[src/rtl/lcd_raster_pkg.sv]
package lcd_raster_pkg;
   // Test pattern variants selectable through the PATTERN parameter
   localparam int PAT_GRADIENT = 0;
   localparam int PAT_XORPLANE = 1;

   // Level driven on a sync pin for a given activity state and polarity
   function automatic logic sync_level(input logic active, input logic pol);
      return active ? pol : ~pol;
   endfunction
endpackage

[src/rtl/lcd_cfg_shadow.sv]
module lcd_cfg_shadow #(
   parameter int HW = 12,
   parameter int VW = 11
) (
   input  logic          clk,
   input  logic          load,
   input  logic [HW-1:0] in_xres,
   input  logic [HW-1:0] in_hbp,
   input  logic [HW-1:0] in_hfp,
   input  logic [HW-1:0] in_hsw,
   input  logic [VW-1:0] in_yres,
   input  logic [VW-1:0] in_vbp,
   input  logic [VW-1:0] in_vfp,
   input  logic [VW-1:0] in_vsw,
   input  logic          in_hpol,
   input  logic          in_vpol,
   output logic [HW-1:0] sh_xres,
   output logic [HW-1:0] sh_hbp,
   output logic [HW-1:0] sh_hfp,
   output logic [HW-1:0] sh_hsw,
   output logic [VW-1:0] sh_yres,
   output logic [VW-1:0] sh_vbp,
   output logic [VW-1:0] sh_vfp,
   output logic [VW-1:0] sh_vsw,
   output logic          sh_hpol,
   output logic          sh_vpol
);
   // Settings copy held for one whole frame
   always_ff @(posedge clk) begin
      if (load) begin
         sh_xres <= in_xres;
         sh_hbp  <= in_hbp;
         sh_hfp  <= in_hfp;
         sh_hsw  <= in_hsw;
         sh_yres <= in_yres;
         sh_vbp  <= in_vbp;
         sh_vfp  <= in_vfp;
         sh_vsw  <= in_vsw;
         sh_hpol <= in_hpol;
         sh_vpol <= in_vpol;
      end
   end
endmodule

[src/rtl/lcd_axis_ctr.sv]
module lcd_axis_ctr #(
   parameter int W = 12
) (
   input  logic         clk,
   input  logic         rst,
   input  logic         adv,
   input  logic [W-1:0] len_sync,
   input  logic [W-1:0] len_back,
   input  logic [W-1:0] len_act,
   input  logic [W-1:0] len_front,
   output logic [W-1:0] pos,
   output logic [W-1:0] act_idx,
   output logic         at_end,
   output logic         in_sync,
   output logic         in_act
);
   // Two guard bits keep the region sums from wrapping
   localparam int EW = W + 2;

   logic [EW-1:0] pos_e, act_lo_e, act_hi_e, total_e;

   assign pos_e    = EW'(pos);
   assign act_lo_e = EW'(len_sync) + EW'(len_back);
   assign act_hi_e = act_lo_e + EW'(len_act);
   assign total_e  = act_hi_e + EW'(len_front);

   assign at_end  = (pos_e == total_e - EW'(1));
   assign in_sync = (pos_e < EW'(len_sync));
   assign in_act  = (pos_e >= act_lo_e) && (pos_e < act_hi_e);
   assign act_idx = pos - len_sync - len_back;

   always_ff @(posedge clk) begin
      if (rst)
         pos <= '0;
      else if (adv)
         pos <= at_end ? '0 : pos + W'(1);
   end
endmodule

[src/rtl/lcd_pattern_gen.sv]
module lcd_pattern_gen
   import lcd_raster_pkg::*;
#(
   parameter int PIX_W   = 24,
   parameter int PATTERN = PAT_GRADIENT
) (
   input  logic [PIX_W/3-1:0] col,
   input  logic [PIX_W/3-1:0] row,
   output logic [PIX_W-1:0]   rgb
);
   localparam int CW = PIX_W / 3;

   generate
      if (PATTERN == PAT_GRADIENT) begin : g_gradient
         assign rgb = {col, row, col ^ row};
      end else begin : g_xorplane
         assign rgb = {col ^ row, col, row};
      end
   endgenerate

   if (CW < 1) begin : g_bad_cw
      $error("lcd_pattern_gen: channel width must be at least 1");
   end
endmodule

[src/rtl/lcd_raster_gen.sv]
module lcd_raster_gen
   import lcd_raster_pkg::*;
#(
   parameter int HW      = 12,
   parameter int VW      = 11,
   parameter int PIX_W   = 24,
   parameter int PATTERN = PAT_GRADIENT
) (
   input  logic             clk,
   input  logic             rst,
   input  logic [HW-1:0]    cfg_xres,
   input  logic [HW-1:0]    cfg_hbp,
   input  logic [HW-1:0]    cfg_hfp,
   input  logic [HW-1:0]    cfg_hsw,
   input  logic [VW-1:0]    cfg_yres,
   input  logic [VW-1:0]    cfg_vbp,
   input  logic [VW-1:0]    cfg_vfp,
   input  logic [VW-1:0]    cfg_vsw,
   input  logic             cfg_hpol,
   input  logic             cfg_vpol,
   output logic             hsync,
   output logic             vsync,
   output logic             de,
   output logic             line_end,
   output logic [HW-1:0]    pix_x,
   output logic [VW-1:0]    pix_y,
   output logic [PIX_W-1:0] pix_rgb
);
   localparam int CW = PIX_W / 3;

   // Elaboration-time parameter checks
   if (HW < 4) begin : g_bad_hw
      $error("lcd_raster_gen: HW must be at least 4");
   end
   if (VW < 4) begin : g_bad_vw
      $error("lcd_raster_gen: VW must be at least 4");
   end
   if (PIX_W % 3 != 0) begin : g_bad_pixw
      $error("lcd_raster_gen: PIX_W must split into three channels");
   end
   if (CW > HW || CW > VW) begin : g_bad_cw
      $error("lcd_raster_gen: channel width exceeds coordinate width");
   end
   if (PATTERN != PAT_GRADIENT && PATTERN != PAT_XORPLANE) begin : g_bad_pat
      $error("lcd_raster_gen: unknown PATTERN");
   end

   logic [HW-1:0] sh_xres, sh_hbp, sh_hfp, sh_hsw;
   logic [VW-1:0] sh_yres, sh_vbp, sh_vfp, sh_vsw;
   logic          sh_hpol, sh_vpol;

   logic [HW-1:0] h_pos, h_idx;
   logic [VW-1:0] v_pos, v_idx;
   logic          h_end, h_sync, h_act;
   logic          v_end, v_sync, v_act;
   logic          frame_wrap, de_n, last_px;
   logic [PIX_W-1:0] pat;

   assign frame_wrap = h_end & v_end;

   lcd_cfg_shadow #(.HW(HW), .VW(VW)) u_shadow (
      .clk     (clk),
      .load    (rst | frame_wrap),
      .in_xres (cfg_xres), .in_hbp (cfg_hbp), .in_hfp (cfg_hfp), .in_hsw (cfg_hsw),
      .in_yres (cfg_yres), .in_vbp (cfg_vbp), .in_vfp (cfg_vfp), .in_vsw (cfg_vsw),
      .in_hpol (cfg_hpol), .in_vpol (cfg_vpol),
      .sh_xres (sh_xres),  .sh_hbp (sh_hbp),  .sh_hfp (sh_hfp),  .sh_hsw (sh_hsw),
      .sh_yres (sh_yres),  .sh_vbp (sh_vbp),  .sh_vfp (sh_vfp),  .sh_vsw (sh_vsw),
      .sh_hpol (sh_hpol),  .sh_vpol (sh_vpol)
   );

   lcd_axis_ctr #(.W(HW)) u_hctr (
      .clk       (clk),
      .rst       (rst),
      .adv       (1'b1),
      .len_sync  (sh_hsw),
      .len_back  (sh_hbp),
      .len_act   (sh_xres),
      .len_front (sh_hfp),
      .pos       (h_pos),
      .act_idx   (h_idx),
      .at_end    (h_end),
      .in_sync   (h_sync),
      .in_act    (h_act)
   );

   lcd_axis_ctr #(.W(VW)) u_vctr (
      .clk       (clk),
      .rst       (rst),
      .adv       (h_end),
      .len_sync  (sh_vsw),
      .len_back  (sh_vbp),
      .len_act   (sh_yres),
      .len_front (sh_vfp),
      .pos       (v_pos),
      .act_idx   (v_idx),
      .at_end    (v_end),
      .in_sync   (v_sync),
      .in_act    (v_act)
   );

   lcd_pattern_gen #(.PIX_W(PIX_W), .PATTERN(PATTERN)) u_pat (
      .col (h_idx[CW-1:0]),
      .row (v_idx[CW-1:0]),
      .rgb (pat)
   );

   assign de_n    = h_act & v_act;
   assign last_px = (h_idx == sh_xres - HW'(1));

   // Single output stage: every pin changes on the same edge
   always_ff @(posedge clk) begin
      if (rst) begin
         hsync    <= ~cfg_hpol;
         vsync    <= ~cfg_vpol;
         de       <= 1'b0;
         line_end <= 1'b0;
         pix_x    <= '0;
         pix_y    <= '0;
         pix_rgb  <= '0;
      end else begin
         hsync    <= sync_level(h_sync, sh_hpol);
         vsync    <= sync_level(v_sync, sh_vpol);
         de       <= de_n;
         line_end <= de_n & last_px;
         pix_x    <= de_n ? h_idx : '0;
         pix_y    <= de_n ? v_idx : '0;
         pix_rgb  <= de_n ? pat : '0;
      end
   end
endmodule

[config.mk]
export PLATFORM = sky130hd
export DESIGN_NAME = lcd_raster_gen
export DESIGN_NICKNAME = d
export VERILOG_FILES = /design/src/rtl/lcd_raster_pkg.sv /design/src/rtl/lcd_cfg_shadow.sv /design/src/rtl/lcd_axis_ctr.sv /design/src/rtl/lcd_pattern_gen.sv /design/src/rtl/lcd_raster_gen.sv
export SDC_FILE = /design/constraint.sdc
export NUM_CORES = 1
export LEC_CHECK = 0
export BUFFER_PORTS_ARGS = -buffer_cell sky130_fd_sc_hd__buf_4
export CAP_MARGIN = 15
export CORE_MARGIN = 5
export CORE_UTILIZATION = 45
export CTS_BUF_LIST = sky130_fd_sc_hd__clkbuf_8
export DETAILED_ROUTE_END_ITERATION = 10
export GPL_ROUTABILITY_DRIVEN = 0
export PLACE_DENSITY_LB_ADDON = 0.05
export SLEW_MARGIN = 10
export SYNTH_ARGS = -nofsm -noshare
export SYNTH_HDL_FRONTEND = slang
export SYNTH_SLANG_ARGS = --single-unit
[constraint.sdc]
create_clock -name clk -period 13.7 [get_ports clk]
set_input_delay 2.055 -clock clk [delete_from_list [all_inputs] [get_ports clk]]
set_output_delay 2.055 -clock clk [all_outputs]
set_load 0.1 [all_outputs]
==> impl_metrics.csv, run 1 <==
group,metric,value,unit
synthesis,flip_flop_cell_with_the_highest_count_after_synthesis,"edfxtp_1",
finish,fillerInstances,2490,
worst_setup_path,critPathMaxStageDelay,0.77,ns
synthesis,synth_seq_area_share,32.3,%
synthesis,number_of_enable_flip_flop_cells_after_synthesis,94,
clock_tree,hold_buffers,0,
global_route,grt_first_pass_wirelength,47.7,mm
synthesis,ys.warnings.count,0,
worst_setup_path,timing.critical_path.slowest_stage_cell,"buf_4",
worst_setup_path,worst-setup-path-type,"reg2reg",
synthesis,synth_area_per_cell,9.57,um^2
timing,clock.fmax,119,MHz
routing,drc,0,
global_route,number_of_antenna_violations_at_the_first_check_in_global_routing,0,
synthesis,netlist_top_cells_count,"204 x ha_1, 181 x inv_1, 95 x nor2_1, 94 x edfxtp_1, 79 x xnor2_1",
timing,max_slew_headroom_at_the_worst_pin,40.2,%
synthesis,syn-instance-count,1289,
synthesis,async_flop_share,0,%
worst_setup_path,required_time_of_the_critical_path,13.80,ns
finish,areaGrowthSynthToFinish,14.6,%
place,numPortBuffers,146,
finish,final_design_area_no_fill,14100,um^2
place,detailedPlace.worstSlack,5.27,ns
timing,setup_tns,0,ns
finish,drive_above_1_share,13.6,%
synthesis,syn_nets,1616,
worst_setup_path,critical-path-top-cell-by-count,"ha_1",
worst_setup_path,end_kind,"flop",
flow_run,max_cap_check_violation_count,0,
timing,report.final.hold_viol_count,0,
worst_setup_path,crit_arrival,8.49,ns
clock_tree,clock_tree.buffer_depth,2,
global_route,first_global_vias,9369,
pwr,pwr_density_cell,114,nW/um^2
timing,timing.final.max_slew_violations,0,
clock_tree,cts-resized-gates,0,
routing,drt-total-wl,29.6,mm
timing,final_period_minus_worst_setup_slack,8.39,ns
routing,vias_per_inst,5.21,
clock_tree,insertion_delay,0.48,ns
place,post-place-cells,1753,
clock_tree,h_tree_level_count,4,
clock_tree,cts_tree,"yes",
synthesis,mappedNetlistArea,12300,um^2
finish,area.sequential,3980,um^2
routing,wl_per_cell,16.6,um
synthesis,synth.top_cell.area_share,22.9,%
timing,worst_pin_slew,0.874,ns
pwr,p_leak,6.74,nW
worst_setup_path,crit_path_start_kind,"flop",
clock_tree,cts.root.buffer_cell,"clkbuf_8",
global_route,grt_overflow_total,0,
floorplanning,placeableCoreArea,27000,um^2
finish,n_antenna_cell,0,
global_route,global_route.usage.total,19.5,%
floorplanning,floorplan.rows,60,
place,postPlaceCellArea,13700,um^2
synthesis,postSynthRegisterBits,152,
timing,final_worst_clock_skew,0.0231,ns
floorplanning,horizontal_die_dimension,176,um
place,dpl.hpwl,24.2,mm
clock_tree,cts_buffers,17,
timing,rsz0062_at_grt,"no",
synthesis,post-synth-top-area-cell,"edfxtp_1",
synthesis,synth_unique_cells,63,
routing,routed-via-count,9308,
run_status,status,"finished, final reports clean",
timing,setup_failing_eps_final,0,
worst_hold_path,hold_path.class,"reg2reg",
clock_tree,clk_pin_slew,0.10,ns
finish,final_cell_count_no_fill,1785,
finish,multi_input_comb_area,7520,um^2
finish,finalNetCount,1758,
synthesis,main_area_contributors_after_synthesis,"edfxtp_1 23%, ha_1 21%, dfxtp_1 9.4%",
routing,antenna_left,0,
clock_tree,post-cts-setup-buffer-count,0,
worst_setup_path,worstPathMaxFanout,68,
timing,final_min_period_over_clock_period,61.3,%
floorplanning,die_height,176,um
floorplanning,design.die.area,30800,um^2
routing,dr.pass1.iters,5,
timing,least_setup_slack_across_all_paths_after_layout,5.31,ns
floorplanning,initial_core_utilization,45.8,%
clock_tree,clock_sinks,152,
synthesis,yosysMostFrequentCell,"ha_1",
floorplanning,ioPinCount,147,
routing,drt_iter0_drc,431,
pwr,peakVddDrop,0.0758,mV
global_route,grt_start_max_net_pins,69,
-- report_power, final --
group          switching, mW  internal [mW]  leakage (nW)
combinational          0.418          0.322          5.17
sequential            0.0118          0.501          1.35
clock                  0.208          0.155         0.214
total                  0.637          0.979          6.74
-- routing by layer --
metal,track usage (%),wire length (um),vias to the layer above
met5,0,0,-
met4,6.76,819,0
met3,3.23,870,38
met2,35.8,15300,145
met1,23.2,12600,4373
li1,-,-,4752
-- state kept, by name, indices dropped and copies added (netlist names) --
signal,cells
de,1
u_shadow.sh_hfp,12
hsync,1
pix_x,12
pix_rgb,8
u_vctr.pos,11
u_shadow.sh_vsw,11
vsync,1
u_shadow.sh_vbp,11
u_shadow.sh_hpol,1
line_end,1
u_shadow.sh_vpol,1
u_shadow.sh_hbp,12
u_shadow.sh_vfp,11
u_hctr.pos,12
u_shadow.sh_xres,12
u_shadow.sh_hsw,12
pix_y,11
u_shadow.sh_yres,11
-- cells by family after synthesis --
group           Yosys count  synth area share [%]
buf+inv                 208                  6.84
xor+xnor                129                  9.27
compound gates          265                  14.2
flops                   152                  32.3
mux                       3                 0.253
fa+ha+maj               231                  25.1
simple gates            301                  12.1
-- cell type report --
type                    count  area share (%)
clock inverters            15            1.26
inverters                 181            4.80
multi-input cells         929            53.2
well taps                 341            3.02
clock buffers              17            1.65
flip-flops and latches    152            28.2
repair buffers            150            7.96
-- stage by stage --
stage	util (%)	hold WS [ns]	power [mW]
6_report	52.5	0.609	1.62
5_1_grt	52.5	0.633	1.75
4_1_cts	52.5	0.619	1.64
3_5_place_dp	51.0	0.589	1.26
3_3_place_gp	51.0	0.599	1.26
2_1_floorplan	-	0.474	1.09
-- path summary, 6_finish.rpt --
path	cells after the start	slack [ns]	end	startpoint
worst max register to register	30	5.31	u_shadow.sh_yres[8]$_DFFE_PP_	u_shadow.sh_hsw[0]$_DFFE_PP_
worst max-delay path	30	5.31	u_shadow.sh_yres[8]$_DFFE_PP_	u_shadow.sh_hsw[0]$_DFFE_PP_
worst min register to register	3	0.61	vsync$_DFF_P_	u_shadow.sh_vpol$_DFFE_PP_
worst min-delay path	3	0.61	vsync$_DFF_P_	u_shadow.sh_vpol$_DFFE_PP_
-- critical path: cells and delay by family (launching register included) --
kind / cells / cell delay, ns
fa+ha+maj: 5 / 1.52
compound gates: 13 / 3.32
simple gates: 5 / 0.89
xor+xnor: 3 / 0.70
flops: 1 / 0.43
buf+inv: 4 / 1.09
-- cells in the final DEF (no fill, tap or decap), drive strengths merged, types with 6 or more instances in the layout --
master	n
ha	204
inv	192
buf	150
nor2	95
edfxtp	94
xnor2	79
a21oi	68
dfxtp	58
o21ai	56
nand2	51
xor2	49
a21o	33
fa	27
nor3	26
nor2b	25
nand3	23
o21a	18
nand2b	17
clkbuf	17
and3	15
a211oi	13
nand4	11
or3	8
o211ai	7
a2111oi	7
o31a	6
a211o	6
o21bai	6
No activity file was read; power rests on OpenSTA's default activity.
==> run 2, diff against run 1 <==
--- a/config.mk
+++ b/config.mk
@@ -5,6 +5,7 @@
 export SDC_FILE = /design/constraint.sdc
 export NUM_CORES = 1
 export LEC_CHECK = 0
+export ABC_AREA = 1
 export BUFFER_PORTS_ARGS = -buffer_cell sky130_fd_sc_hd__buf_4
 export CAP_MARGIN = 15
 export CORE_MARGIN = 5
==> constraint.sdc (replaced) <==
create_clock -name clk -period 7.75 [get_ports clk]
set_input_delay 1.1625 -clock clk [delete_from_list [all_inputs] [get_ports clk]]
set_output_delay 1.1625 -clock clk [all_outputs]
set_load 0.1 [all_outputs]
==> impl_metrics.csv, run 2 <==
group,metric,value,unit
clock_tree,h_tree_level_count,4,
worst_setup_path,worstPathMaxFanout,29,
clock_tree,insertion_delay,0.46,ns
routing,drc,0,
finish,n_antenna_cell,0,
floorplanning,die_height,180,um
finish,finalNetCount,2081,
clock_tree,clock_tree.buffer_depth,2,
timing,final_period_minus_worst_setup_slack,6.22,ns
timing,clock.fmax,161,MHz
pwr,pwr_density_cell,236,nW/um^2
place,post-place-cells,2119,
place,dpl.hpwl,25.9,mm
routing,vias_per_inst,4.82,
floorplanning,horizontal_die_dimension,180,um
synthesis,dominant_combinational_cell_family_by_area_after_synthesis,"adder cells",
floorplanning,ioPinCount,147,
synthesis,synth-simple-area-share,21.1,%
pwr,peakVddDrop,0.142,mV
floorplanning,placeableCoreArea,28500,um^2
synthesis,syn_nets,1935,
synthesis,netlist_top_cells_count,"331 x nand2_1, 300 x inv_1, 204 x ha_1, 127 x nor2_1, 95 x a21oi_1",
pwr,p_leak,7.65,nW
timing,timing.final.max_slew_violations,0,
synthesis,postSynthRegisterBits,152,
routing,drt_iter0_drc,625,
synthesis,synth_unique_cells,45,
run_status,status,"finished, final reports clean",
clock_tree,cts.root.buffer_cell,"clkbuf_8",
clock_tree,cts-resized-gates,0,
synthesis,flip_flop_cell_with_the_highest_count_after_synthesis,"edfxtp_1",
synthesis,post_synth_fa_ha_maj_area_fraction,23.9,%
synthesis,syn-instance-count,1608,
pwr,total_power,3.49,mW
global_route,use_met1,28.5,%
synthesis,number_of_enable_flip_flop_cells_after_synthesis,94,
floorplanning,design.die.area,32300,um^2
worst_setup_path,worst-setup-path-type,"reg2reg",
clock_tree,post-cts-setup-buffer-count,0,
worst_setup_path,critical_path.n_buffers_inverters,5,
routing,antenna_left,0,
global_route,first_global_vias,9998,
finish,final_cell_count_no_fill,2151,
synthesis,async_flop_share,0,%
timing,final_min_period_over_clock_period,80.3,%
floorplanning,floorplan.rows,62,
global_route,grt_start_max_net_pins,50,
routing,wl_per_cell,14.5,um
worst_setup_path,crit_path_start_kind,"flop",
synthesis,synth_compound_gate_area_share,7.27,%
finish,drive_above_1_share,12.1,%
synthesis,synth.top_cell.area_share,21.8,%
synthesis,main_area_contributors_after_synthesis,"edfxtp_1 22%, ha_1 20%, nand2_1 9.6%",
timing,report.final.hold_viol_count,0,
place,numPortBuffers,146,
routing,routed-via-count,10400,
timing,setup_tns,0,ns
global_route,grt_most_used_layer,"met2",
routing,drt-total-wl,31.1,mm
timing,worst_pin_slew,0.848,ns
finish,areaGrowthSynthToFinish,14.4,%
synthesis,synth_seq_area_share,30.7,%
synthesis,post-synth-top-area-cell,"edfxtp_1",
global_route,global_route.usage.total,19.4,%
timing,max_slew_headroom_at_the_worst_pin,43.4,%
worst_setup_path,timing.critical_path.slowest_stage_cell,"o21ai_4",
timing,rsz0062_at_grt,"no",
flow_run,max_cap_check_violation_count,0,
global_route,grt_first_pass_wirelength,50.5,mm
clock_tree,cts_tree,"yes",
synthesis,mappedNetlistArea,13000,um^2
clock_tree,hold_buffers,0,
clock_tree,clk_pin_slew,0.10,ns
worst_hold_path,hold_path.class,"reg2reg",
finish,fillerInstances,2770,
global_route,grtUsageMet2,30.5,%
finish,layout.cells.most_common,"nand2_1",
routing,dr.pass1.iters,5,
worst_setup_path,critPathMaxStageDelay,0.69,ns
finish,area.sequential,3980,um^2
worst_setup_path,end_kind,"flop",
worst_setup_path,cpLargestDelayFamily,"compound AO/OA/AOI/OAI gates",
synthesis,ys.warnings.count,0,
synthesis,synth_xor_xnor_area_share,7.09,%
finish,most-common-layout-cells,"331 x nand2_1, 301 x inv_1, 204 x ha_1",
clock_tree,clock_sinks,152,
worst_setup_path,required_time_of_the_critical_path,7.88,ns
synthesis,synth_area_per_cell,8.06,um^2
finish,multi_input_comb_area,7700,um^2
global_route,grt_overflow_total,0,
floorplanning,initial_core_utilization,45.4,%
timing,setup_failing_eps_final,0,
synthesis,synthMuxAreaShare,0,%
synthesis,yosysMostFrequentCell,"nand2_1",
clock_tree,cts_buffers,17,
global_route,number_of_antenna_violations_at_the_first_check_in_global_routing,0,
timing,final_worst_clock_skew,0.0136,ns
worst_setup_path,crit_arrival,6.35,ns
global_route,met3_usage,2.89,%
## run 2: cell count changes in the layout (fill, tap and decap cells not counted), moves of 25 or more
cell	change
nor2_1	+32
inv_1	+120
nand3_1	+71
a21oi_1	+27
a21o_1	-28
xnor2_1	-40
nand2_1	+280
nor2b_1	-25
## run 2: cell type report
type / instances / area share [%]
clock buffer: 18 / 1.67
clock inverter: 14 / 1.05
inverter: 301 / 7.62
multi-input combinational: 1134 / 52.0
sequential: 152 / 26.9
tap: 384 / 3.24
timing repair buffer: 148 / 7.58
## run 2: power breakdown
group	internal [mW]	switching [mW]
registers	0.892	0.0269
logic	0.741	1.18
clock network	0.303	0.347
total	1.94	1.56
## run 2: cells by family after synthesis
family,after synthesis
DFF,152
and+or+nand+nor,631
AOI/OAI and AO/OA,168
buffers and inverters,322
xor gates and xnor gates,104
adders and majority gates,231
## run 2: metal layers
metal  wire (um)  share of wire, %
met1       16100                52
met3        1300               4.2
met5           0                 0
met2       13300                43
met4         400               1.3
## run 2: path summary, 6_finish.rpt
| kind | from | end | slack, ns | depth (start not counted) |
|---|---|---|---|---|
| max | u_shadow.sh_hsw[0]$_DFFE_PP_ | u_shadow.sh_vsw[2]$_DFFE_PP_ | 1.53 | 27 |
| min | u_hctr.pos[0]$_SDFF_PP0_ | u_hctr.pos[0]$_SDFF_PP0_ | 0.53 | 1 |
| max reg2reg | u_shadow.sh_hsw[0]$_DFFE_PP_ | u_shadow.sh_vsw[2]$_DFFE_PP_ | 1.53 | 27 |
| min reg2reg | u_hctr.pos[0]$_SDFF_PP0_ | u_hctr.pos[0]$_SDFF_PP0_ | 0.53 | 1 |
## run 2: worst reg2reg max path, stage by stage, from the launching register on
cell and delay [ns]:
edfxtp_1 0.43, ha_1 0.19, inv_1 0.05, fa_1 0.40
o21ai_1 0.29, a21oi_1 0.11, o21bai_1 0.16, xor2_1 0.22
inv_1 0.07, ha_1 0.30, inv_1 0.10, o21bai_1 0.10
a21boi_0 0.21, nand3_1 0.13, a21oi_1 0.15, o21bai_1 0.10
xor2_1 0.18, ha_1 0.30, inv_1 0.04, ha_1 0.37
xor2_1 0.19, nand3b_1 0.17, nand2_1 0.08, nand2_2 0.06
nor2_4 0.16, nand4_4 0.17, o21ai_4 0.69, buf_4 0.47
## run 2: per-stage QoR
step | worst slack, ns | instance area [um^2] | hold WS (ns) | util [%]
after floorplan | 0.511 | 13000 | 0.462 | -
after global placement | 1.60 | 14400 | 0.501 | 50.5
after detailed placement | 1.49 | 14400 | 0.508 | 50.5
after CTS | 1.48 | 14800 | 0.536 | 51.9
after global routing | 0.838 | 14800 | 0.575 | 51.9
final | 1.53 | 14800 | 0.532 | 51.9
